==> config.mk <==
export PLATFORM = sky130hd
export DESIGN_NAME = hall_wake_seq
export DESIGN_NICKNAME = d
export VERILOG_FILES = /design/src/rtl/hws_pkg.sv /design/src/rtl/hws_sleep_timer.sv /design/src/rtl/hws_phase_seq.sv /design/src/rtl/hws_spin_clk.sv /design/src/rtl/hall_wake_seq.sv
export SDC_FILE = /design/constraint.sdc
export NUM_CORES = 1
export LEC_CHECK = 0
export ABC_CLOCK_PERIOD_IN_PS = 2100
export BUFFER_PORTS_ARGS = -buffer_cell sky130_fd_sc_hd__buf_2
export CORE_AREA = 3 3 49 51
export DETAILED_ROUTE_END_ITERATION = 6
export DIE_AREA = 0 0 52 54
export HOLD_SLACK_MARGIN = 0.1
export SYNTH_ARGS = -nofsm -noshare
export SYNTH_HDL_FRONTEND = slang
export SYNTH_SLANG_ARGS = --single-unit
==> constraint.sdc <==
create_clock -name clk -period 2.1 [get_ports clk]
set_input_delay 0.105 -clock clk [delete_from_list [all_inputs] [get_ports clk]]
set_output_delay 0.105 -clock clk [all_outputs]
set_load 0.01 [all_outputs]
==> src/rtl/hws_pkg.sv <==
package hws_pkg;

  typedef enum logic [1:0] {
    PH_SLEEP = 2'd0,
    PH_RST   = 2'd1,
    PH_MEAS1 = 2'd2,
    PH_MEAS2 = 2'd3
  } phase_e;

endpackage

==> src/rtl/hws_sleep_timer.sv <==
module hws_sleep_timer #(
  parameter int SLEEP_TICKS = 400
) (
  input  logic clk,
  input  logic rst_n,
  input  logic run,
  input  logic clr,
  input  logic tick,
  output logic expire
);

  localparam int CW = (SLEEP_TICKS > 1) ? $clog2(SLEEP_TICKS + 1) : 1;
  localparam logic [CW-1:0] LAST = CW'(SLEEP_TICKS - 1);

  logic [CW-1:0] cnt_q, cnt_d;

  always_comb begin
    expire = run && tick && (cnt_q == LAST);
    cnt_d  = cnt_q;
    if (clr || !run) begin
      cnt_d = '0;
    end else if (tick) begin
      cnt_d = (cnt_q == LAST) ? '0 : cnt_q + 1'b1;
    end
  end

  always_ff @(posedge clk or negedge rst_n) begin
    if (!rst_n) begin
      cnt_q <= '0;
    end else begin
      cnt_q <= cnt_d;
    end
  end

  AST_SLEEP_CNT_RANGE: assert property (@(posedge clk) disable iff (!rst_n)
    cnt_q <= LAST);

  AST_SLEEP_CNT_CLEARED: assert property (@(posedge clk) disable iff (!rst_n)
    !run |=> cnt_q == '0);

endmodule

==> src/rtl/hws_phase_seq.sv <==
module hws_phase_seq
  import hws_pkg::*;
#(
  parameter int RST_TICKS  = 1,
  parameter int MEAS_TICKS = 2
) (
  input  logic   clk,
  input  logic   rst_n,
  input  logic   tick_fast,
  input  logic   wake,
  input  logic   force_awake,
  output phase_e phase,
  output logic   ph_end,
  output logic   leave_sleep,
  output logic   cmp_valid
);

  localparam int PMAX = (RST_TICKS > MEAS_TICKS) ? RST_TICKS : MEAS_TICKS;
  localparam int PW   = (PMAX > 1) ? $clog2(PMAX + 1) : 1;
  localparam logic [PW-1:0] RST_LAST  = PW'(RST_TICKS - 1);
  localparam logic [PW-1:0] MEAS_LAST = PW'(MEAS_TICKS - 1);

  phase_e        ph_q, ph_d;
  logic [PW-1:0] pc_q, pc_d;
  logic [PW-1:0] lim;

  always_comb begin
    lim         = (ph_q == PH_RST) ? RST_LAST : MEAS_LAST;
    ph_end      = (ph_q != PH_SLEEP) && tick_fast && (pc_q == lim);
    leave_sleep = (ph_q == PH_SLEEP) && (wake || force_awake);
    cmp_valid   = ph_end && (ph_q == PH_MEAS2);

    ph_d = ph_q;
    unique case (ph_q)
      PH_SLEEP: if (leave_sleep) ph_d = PH_RST;
      PH_RST:   if (ph_end)      ph_d = PH_MEAS1;
      PH_MEAS1: if (ph_end)      ph_d = PH_MEAS2;
      PH_MEAS2: if (ph_end)      ph_d = force_awake ? PH_RST : PH_SLEEP;
      default:                   ph_d = PH_SLEEP;
    endcase

    pc_d = pc_q;
    if ((ph_q == PH_SLEEP) || ph_end) begin
      pc_d = '0;
    end else if (tick_fast) begin
      pc_d = pc_q + 1'b1;
    end
  end

  always_ff @(posedge clk or negedge rst_n) begin
    if (!rst_n) begin
      ph_q <= PH_SLEEP;
      pc_q <= '0;
    end else begin
      ph_q <= ph_d;
      pc_q <= pc_d;
    end
  end

  assign phase = ph_q;

  AST_ORDER_FROM_RST: assert property (@(posedge clk) disable iff (!rst_n)
    (ph_q == PH_RST) |=> (ph_q inside {PH_RST, PH_MEAS1}));

  AST_ORDER_FROM_MEAS1: assert property (@(posedge clk) disable iff (!rst_n)
    (ph_q == PH_MEAS1) |=> (ph_q inside {PH_MEAS1, PH_MEAS2}));

  AST_ORDER_FROM_SLEEP: assert property (@(posedge clk) disable iff (!rst_n)
    (ph_q == PH_SLEEP) |=> (ph_q inside {PH_SLEEP, PH_RST}));

  AST_PC_IN_RANGE: assert property (@(posedge clk) disable iff (!rst_n)
    pc_q <= lim);

  AST_VALID_EXIT: assert property (@(posedge clk) disable iff (!rst_n)
    cmp_valid |=> (ph_q != PH_MEAS2));

endmodule

==> src/rtl/hws_spin_clk.sv <==
module hws_spin_clk (
  input  logic clk,
  input  logic rst_n,
  input  logic meas,
  input  logic restart,
  input  logic tick,
  output logic sw0_n,
  output logic sw0,
  output logic sw1_n,
  output logic sw1
);

  logic sel_q, sel_d;
  logic dead_q, dead_d;
  logic act0, act1;

  always_comb begin
    sel_d  = sel_q;
    dead_d = 1'b0;
    if (!meas || restart) begin
      sel_d  = 1'b0;
      dead_d = 1'b1;
    end else if (tick) begin
      sel_d  = ~sel_q;
      dead_d = 1'b1;
    end
    act0 = meas && !dead_q && !sel_q;
    act1 = meas && !dead_q &&  sel_q;
  end

  always_ff @(posedge clk or negedge rst_n) begin
    if (!rst_n) begin
      sel_q  <= 1'b0;
      dead_q <= 1'b1;
    end else begin
      sel_q  <= sel_d;
      dead_q <= dead_d;
    end
  end

  assign sw0_n = ~act0;
  assign sw0   =  act0;
  assign sw1_n = ~act1;
  assign sw1   =  act1;

  AST_NO_OVERLAP: assert property (@(posedge clk) disable iff (!rst_n)
    sw0_n || sw1_n);

  AST_GAP_INTO_1: assert property (@(posedge clk) disable iff (!rst_n)
    $fell(sw1_n) |-> $past(sw0_n));

  AST_GAP_INTO_0: assert property (@(posedge clk) disable iff (!rst_n)
    $fell(sw0_n) |-> $past(sw1_n));

  AST_ENTRY_DEAD: assert property (@(posedge clk) disable iff (!rst_n)
    $rose(meas) |-> (sw0_n && sw1_n));

endmodule

==> src/rtl/hall_wake_seq.sv <==
module hall_wake_seq
  import hws_pkg::*;
#(
  parameter int SLEEP_TICKS = 400,
  parameter int RST_TICKS   = 1,
  parameter int MEAS_TICKS  = 2
) (
  input  logic       clk,
  input  logic       rst_n,
  input  logic       tick_fast,
  input  logic       tick_slow,
  input  logic       force_awake,
  output logic       awake_en,
  output logic [1:0] phase,
  output logic       sw0_n,
  output logic       sw0,
  output logic       sw1_n,
  output logic       sw1,
  output logic       az_win,
  output logic       cmp_valid
);

  phase_e ph;
  logic   sleeping;
  logic   tmr_expire;
  logic   leave_sleep;
  logic   ph_end;
  logic   meas;
  logic   meas1_end;

  assign sleeping  = (ph == PH_SLEEP);
  assign meas      = (ph == PH_MEAS1) || (ph == PH_MEAS2);
  assign meas1_end = ph_end && (ph == PH_MEAS1);

  hws_sleep_timer #(
    .SLEEP_TICKS(SLEEP_TICKS)
  ) u_timer (
    .clk    (clk),
    .rst_n  (rst_n),
    .run    (sleeping),
    .clr    (leave_sleep),
    .tick   (tick_slow),
    .expire (tmr_expire)
  );

  hws_phase_seq #(
    .RST_TICKS (RST_TICKS),
    .MEAS_TICKS(MEAS_TICKS)
  ) u_seq (
    .clk         (clk),
    .rst_n       (rst_n),
    .tick_fast   (tick_fast),
    .wake        (tmr_expire),
    .force_awake (force_awake),
    .phase       (ph),
    .ph_end      (ph_end),
    .leave_sleep (leave_sleep),
    .cmp_valid   (cmp_valid)
  );

  hws_spin_clk u_spin (
    .clk     (clk),
    .rst_n   (rst_n),
    .meas    (meas),
    .restart (meas1_end),
    .tick    (tick_fast),
    .sw0_n   (sw0_n),
    .sw0     (sw0),
    .sw1_n   (sw1_n),
    .sw1     (sw1)
  );

  assign awake_en = !sleeping;
  assign phase    = ph;
  assign az_win   = (ph == PH_MEAS1);

  AST_WAKE_CAUSE: assert property (@(posedge clk) disable iff (!rst_n)
    $rose(awake_en) |-> ($past(force_awake) || $past(tick_slow)));

  AST_STROBE_SINGLE: assert property (@(posedge clk) disable iff (!rst_n)
    cmp_valid |=> !cmp_valid);

  AST_IDLE_QUIET: assert property (@(posedge clk) disable iff (!rst_n)
    !meas |-> (sw0_n && sw1_n && !cmp_valid));

  AST_AZ_AWAKE: assert property (@(posedge clk) disable iff (!rst_n)
    az_win |-> awake_en);

endmodule

==> results.yml <==
run_status:
  outcome: "completed"
setup_path:
  critPathBufInv: 2
  worstPathRequired_ns: 2.00
  r2r-start: "u_seq.phase[0]$_DFFE_PN0P_"
  crit_arrival_ns: 1.79
  crit_chain: "inv_1 -> ha_1 -> nor2_1 -> and3_1 -> and2_2 -> buf_2"
  worst-path-stages: 6
  crit_path_end_kind: "output pin"
  critPathTopFamily: "simple AND/OR/NAND/NOR gates"
  start_kind: "flop"
  critPathMaxFanout: 6
  cp-startpoint: "u_seq.phase[0]$_DFFE_PN0P_"
  crit_type: "flop to output pin"
  worstRegToRegCells: 6
  slowest_stage: "dfrtp_1"
  slowest_delay_ns: 0.45
pwr:
  max-vdd-ir-drop_mv: 1.04
  power_mw: 1.11
  pwr_density_cell_nw_per_um2: 1090
  leakagePower_nw: 0.451
synthesis:
  synthTopCellsByArea: "dfrtp_1 40%, ha_1 7.1%, xnor2_1 5.9%"
  yosysTopAreaCellShare_pct: 39.7
  synth_area_um2: 883
  synth-seq-cells: 15
  synth_nets: 100
  yosys_warnings: 0
  synth_commonest_cells: "14 x dfrtp_1, 10 x nor2_1, 7 x inv_1, 7 x nand2_1, 6 x xnor2_1"
  ys_seq_area_share_pct: 42.6
  synth_top_flop_cell: "dfrtp_1"
  avgSynthCellArea_um2: 9.81
  synth_edf_count: 0
  synth.most_common_cell: "dfrtp_1"
  yosys.area.top_type: "dfrtp_1"
  ys_types: 32
  async_flop_share_pct: 100
  syn_inst: 90
worst_hold_path:
  holdPathStages: 2
  hold_class: "primary input to flop"
  min_from: "tick_fast"
detailed_routing:
  vias: 685
  drc: 0
  routed_via_density: 5.07
  wl_per_cell_um: 11.8
  routed_wl_um: 1590
  drt_first_pass_iters: 4
  postRouteAntennaNets: 0
  drt_iter0_drc: 7
floorplan:
  die_w_um: 52
  fp.dieH_um: 54
  rows: 16
  start_util_pct: 44.6
  io_pins: 14
  core_um2: 1980
  die-area_um2: 2810
finish:
  diodes: 0
  area_growth_pct: 15.3
  layout-drive-gt1-share_pct: 23.1
  fill_cells: 186
  final_core_utilization_pct: 51.4
  nets: 119
  layout.cells.non_filler: 135
cts:
  numCtsBuffers: 3
  clockBufferDepth: 2
  clock_sinks: 15
  h-tree-depth: 1
  cts.clk_slew.worst_paths_ns: 0.08
  post_cts_buffers: 0
  cts_tree: "yes"
  cts-root-buf: "clkbuf_4"
  clock_latency_ns: 0.28
run:
  maxCapViolations: 0
placement:
  dp.final_hpwl_um: 1210
  placed_cells: 130
  port_buffers: 13
  routabilityCongestion: 0.767
timing:
  rsz0062_at_grt: "no"
  worst_hold_slack_ns: 0.118
  worst_slew_pin_slew_ns: 0.413
  fin_crit_sh_pct: 90.4
  layout_min_cycle_time_ns: 1.90
  hold_violations: 0
  slew_headroom_pct: 72.4
  finClkSkew_ns: 0.00384
  fmax_mhz: 527
  timing.final.max_slew_violations: 0
  setup_viol: 0
  fin_tns_setup_ns: 0
global_routing:
  grt_pass1_wl_um: 2800
  overflow: 0
  grt_pass1_vias: 634
  grt_usage_pct: 13.7
  grt_max_degree: 16
  antenna_found_initial: 0
metal layers:
metal / vias to the layer above / track usage, % / part of all wire, %
li1: 345 / - / -
met1: 317 / 17.7 / 51
met2: 18 / 21.3 / 43
met3: 5 / 3.32 / 4.4
met4: 0 / 6.55 / 1.8
met5: - / 0 / 0
worst register-to-register path: stages (launching register included):
cell     delay [ns]
dfrtp_1        0.45
inv_1          0.09
ha_1           0.28
nor2_1         0.15
and3_1         0.26
o21a_4         0.16
mux2_4         0.29
cell families after synthesis:
group / Yosys count / synth area share (%)
XOR/XNOR: 8 / 7.93
multiplexers: 2 / 2.83
AO/OA/AOI/OAI: 11 / 10.6
AND/OR/NAND/NOR: 42 / 25.9
buffers and inverters: 7 / 2.98
adder cells (fa/ha/maj): 5 / 7.08
flip-flops: 15 / 42.6
cells in the final DEF, fill, tap and decap left out:
master / synthesis / routed
a21oi_1: 4 / 4
a221oi_1: 1 / 1
a2bb2oi_1: 1 / 1
a41o_4: 1 / 1
a41oi_1: 1 / 1
and2_1: 1 / 1
and2_2: 1 / 1
and3_1: 2 / 2
buf_2: 0 / 13
clkbuf_1: 0 / 1
clkbuf_4: 0 / 3
dfrtp_1: 14 / 14
dfstp_2: 1 / 1
dlygate4sd3_1: 0 / 1
ha_1: 5 / 5
inv_1: 7 / 7
mux2_4: 1 / 1
mux2i_1: 1 / 1
nand2_1: 7 / 7
nand2b_1: 2 / 2
nand2b_2: 1 / 1
nand3_1: 4 / 4
nand3b_1: 1 / 1
nor2_1: 10 / 10
nor3_1: 3 / 3
nor3_2: 1 / 1
nor3b_1: 2 / 2
nor3b_2: 1 / 1
nor4_1: 3 / 3
o21a_4: 1 / 1
o21ai_0: 1 / 1
o22ai_1: 1 / 1
or2_2: 1 / 1
or3_1: 2 / 2
xnor2_1: 6 / 6
xor2_1: 2 / 2
registers in the layout, indices dropped and copies added, names as in the netlist:
register       flops
u_timer.cnt_q      9
u_seq.pc_q         2
u_seq.phase        2
u_spin.dead_q      1
u_spin.sel_q       1
path summary, 6_finish.rpt:
path,end,slack (ns)
worst max-delay path,cmp_valid,0.20
worst min-delay path,u_spin.sel_q$_DFFE_PN0P_,0.12
worst max register to register,u_seq.phase[1]$_DFFE_PN0P_,0.30
worst min register to register,u_spin.sel_q$_DFFE_PN0P_,0.53
max in group asynchronous,u_spin.dead_q$_DFF_PN1_,1.55
min in group asynchronous,u_timer.cnt_q[8]$_DFFE_PN0P_,0.25
area by class of cell:
| type | instances | area, um2 | share of cell area (%) |
|---|---|---|---|
| Tap cell | 27 | 33.8 | 3.32 |
| Multi-Input combinational cell | 68 | 480 | 47.2 |
| Sequential cell | 15 | 377 | 37.0 |
| Timing Repair Buffer | 14 | 75.1 | 7.37 |
| Clock buffer | 4 | 26.3 | 2.58 |
| Inverter | 7 | 26.3 | 2.58 |
power breakdown:
part           switching (mW)  total (mW)  leakage [nW]  internal [mW]
clock network          0.0906       0.164        0.0150         0.0738
logic                   0.268       0.534         0.237          0.266
registers              0.0597       0.410         0.199          0.350
total                   0.418        1.11         0.451          0.690
repair_timing:
item,4_1_cts,5_1_grt
endpoints found under the hold margin,15,0
hold buffers,1,0
gates resized for setup,0,0
per-stage QoR:
stage	area [um2]	setup WS, ns
finish	1020	0.202
global route	1020	0.0383
CTS	1020	0.186
detailed placement	982	0.313
global placement	982	0.350
floorplan	883	0.407
Note: power is estimated with default switching activity, not from simulation.
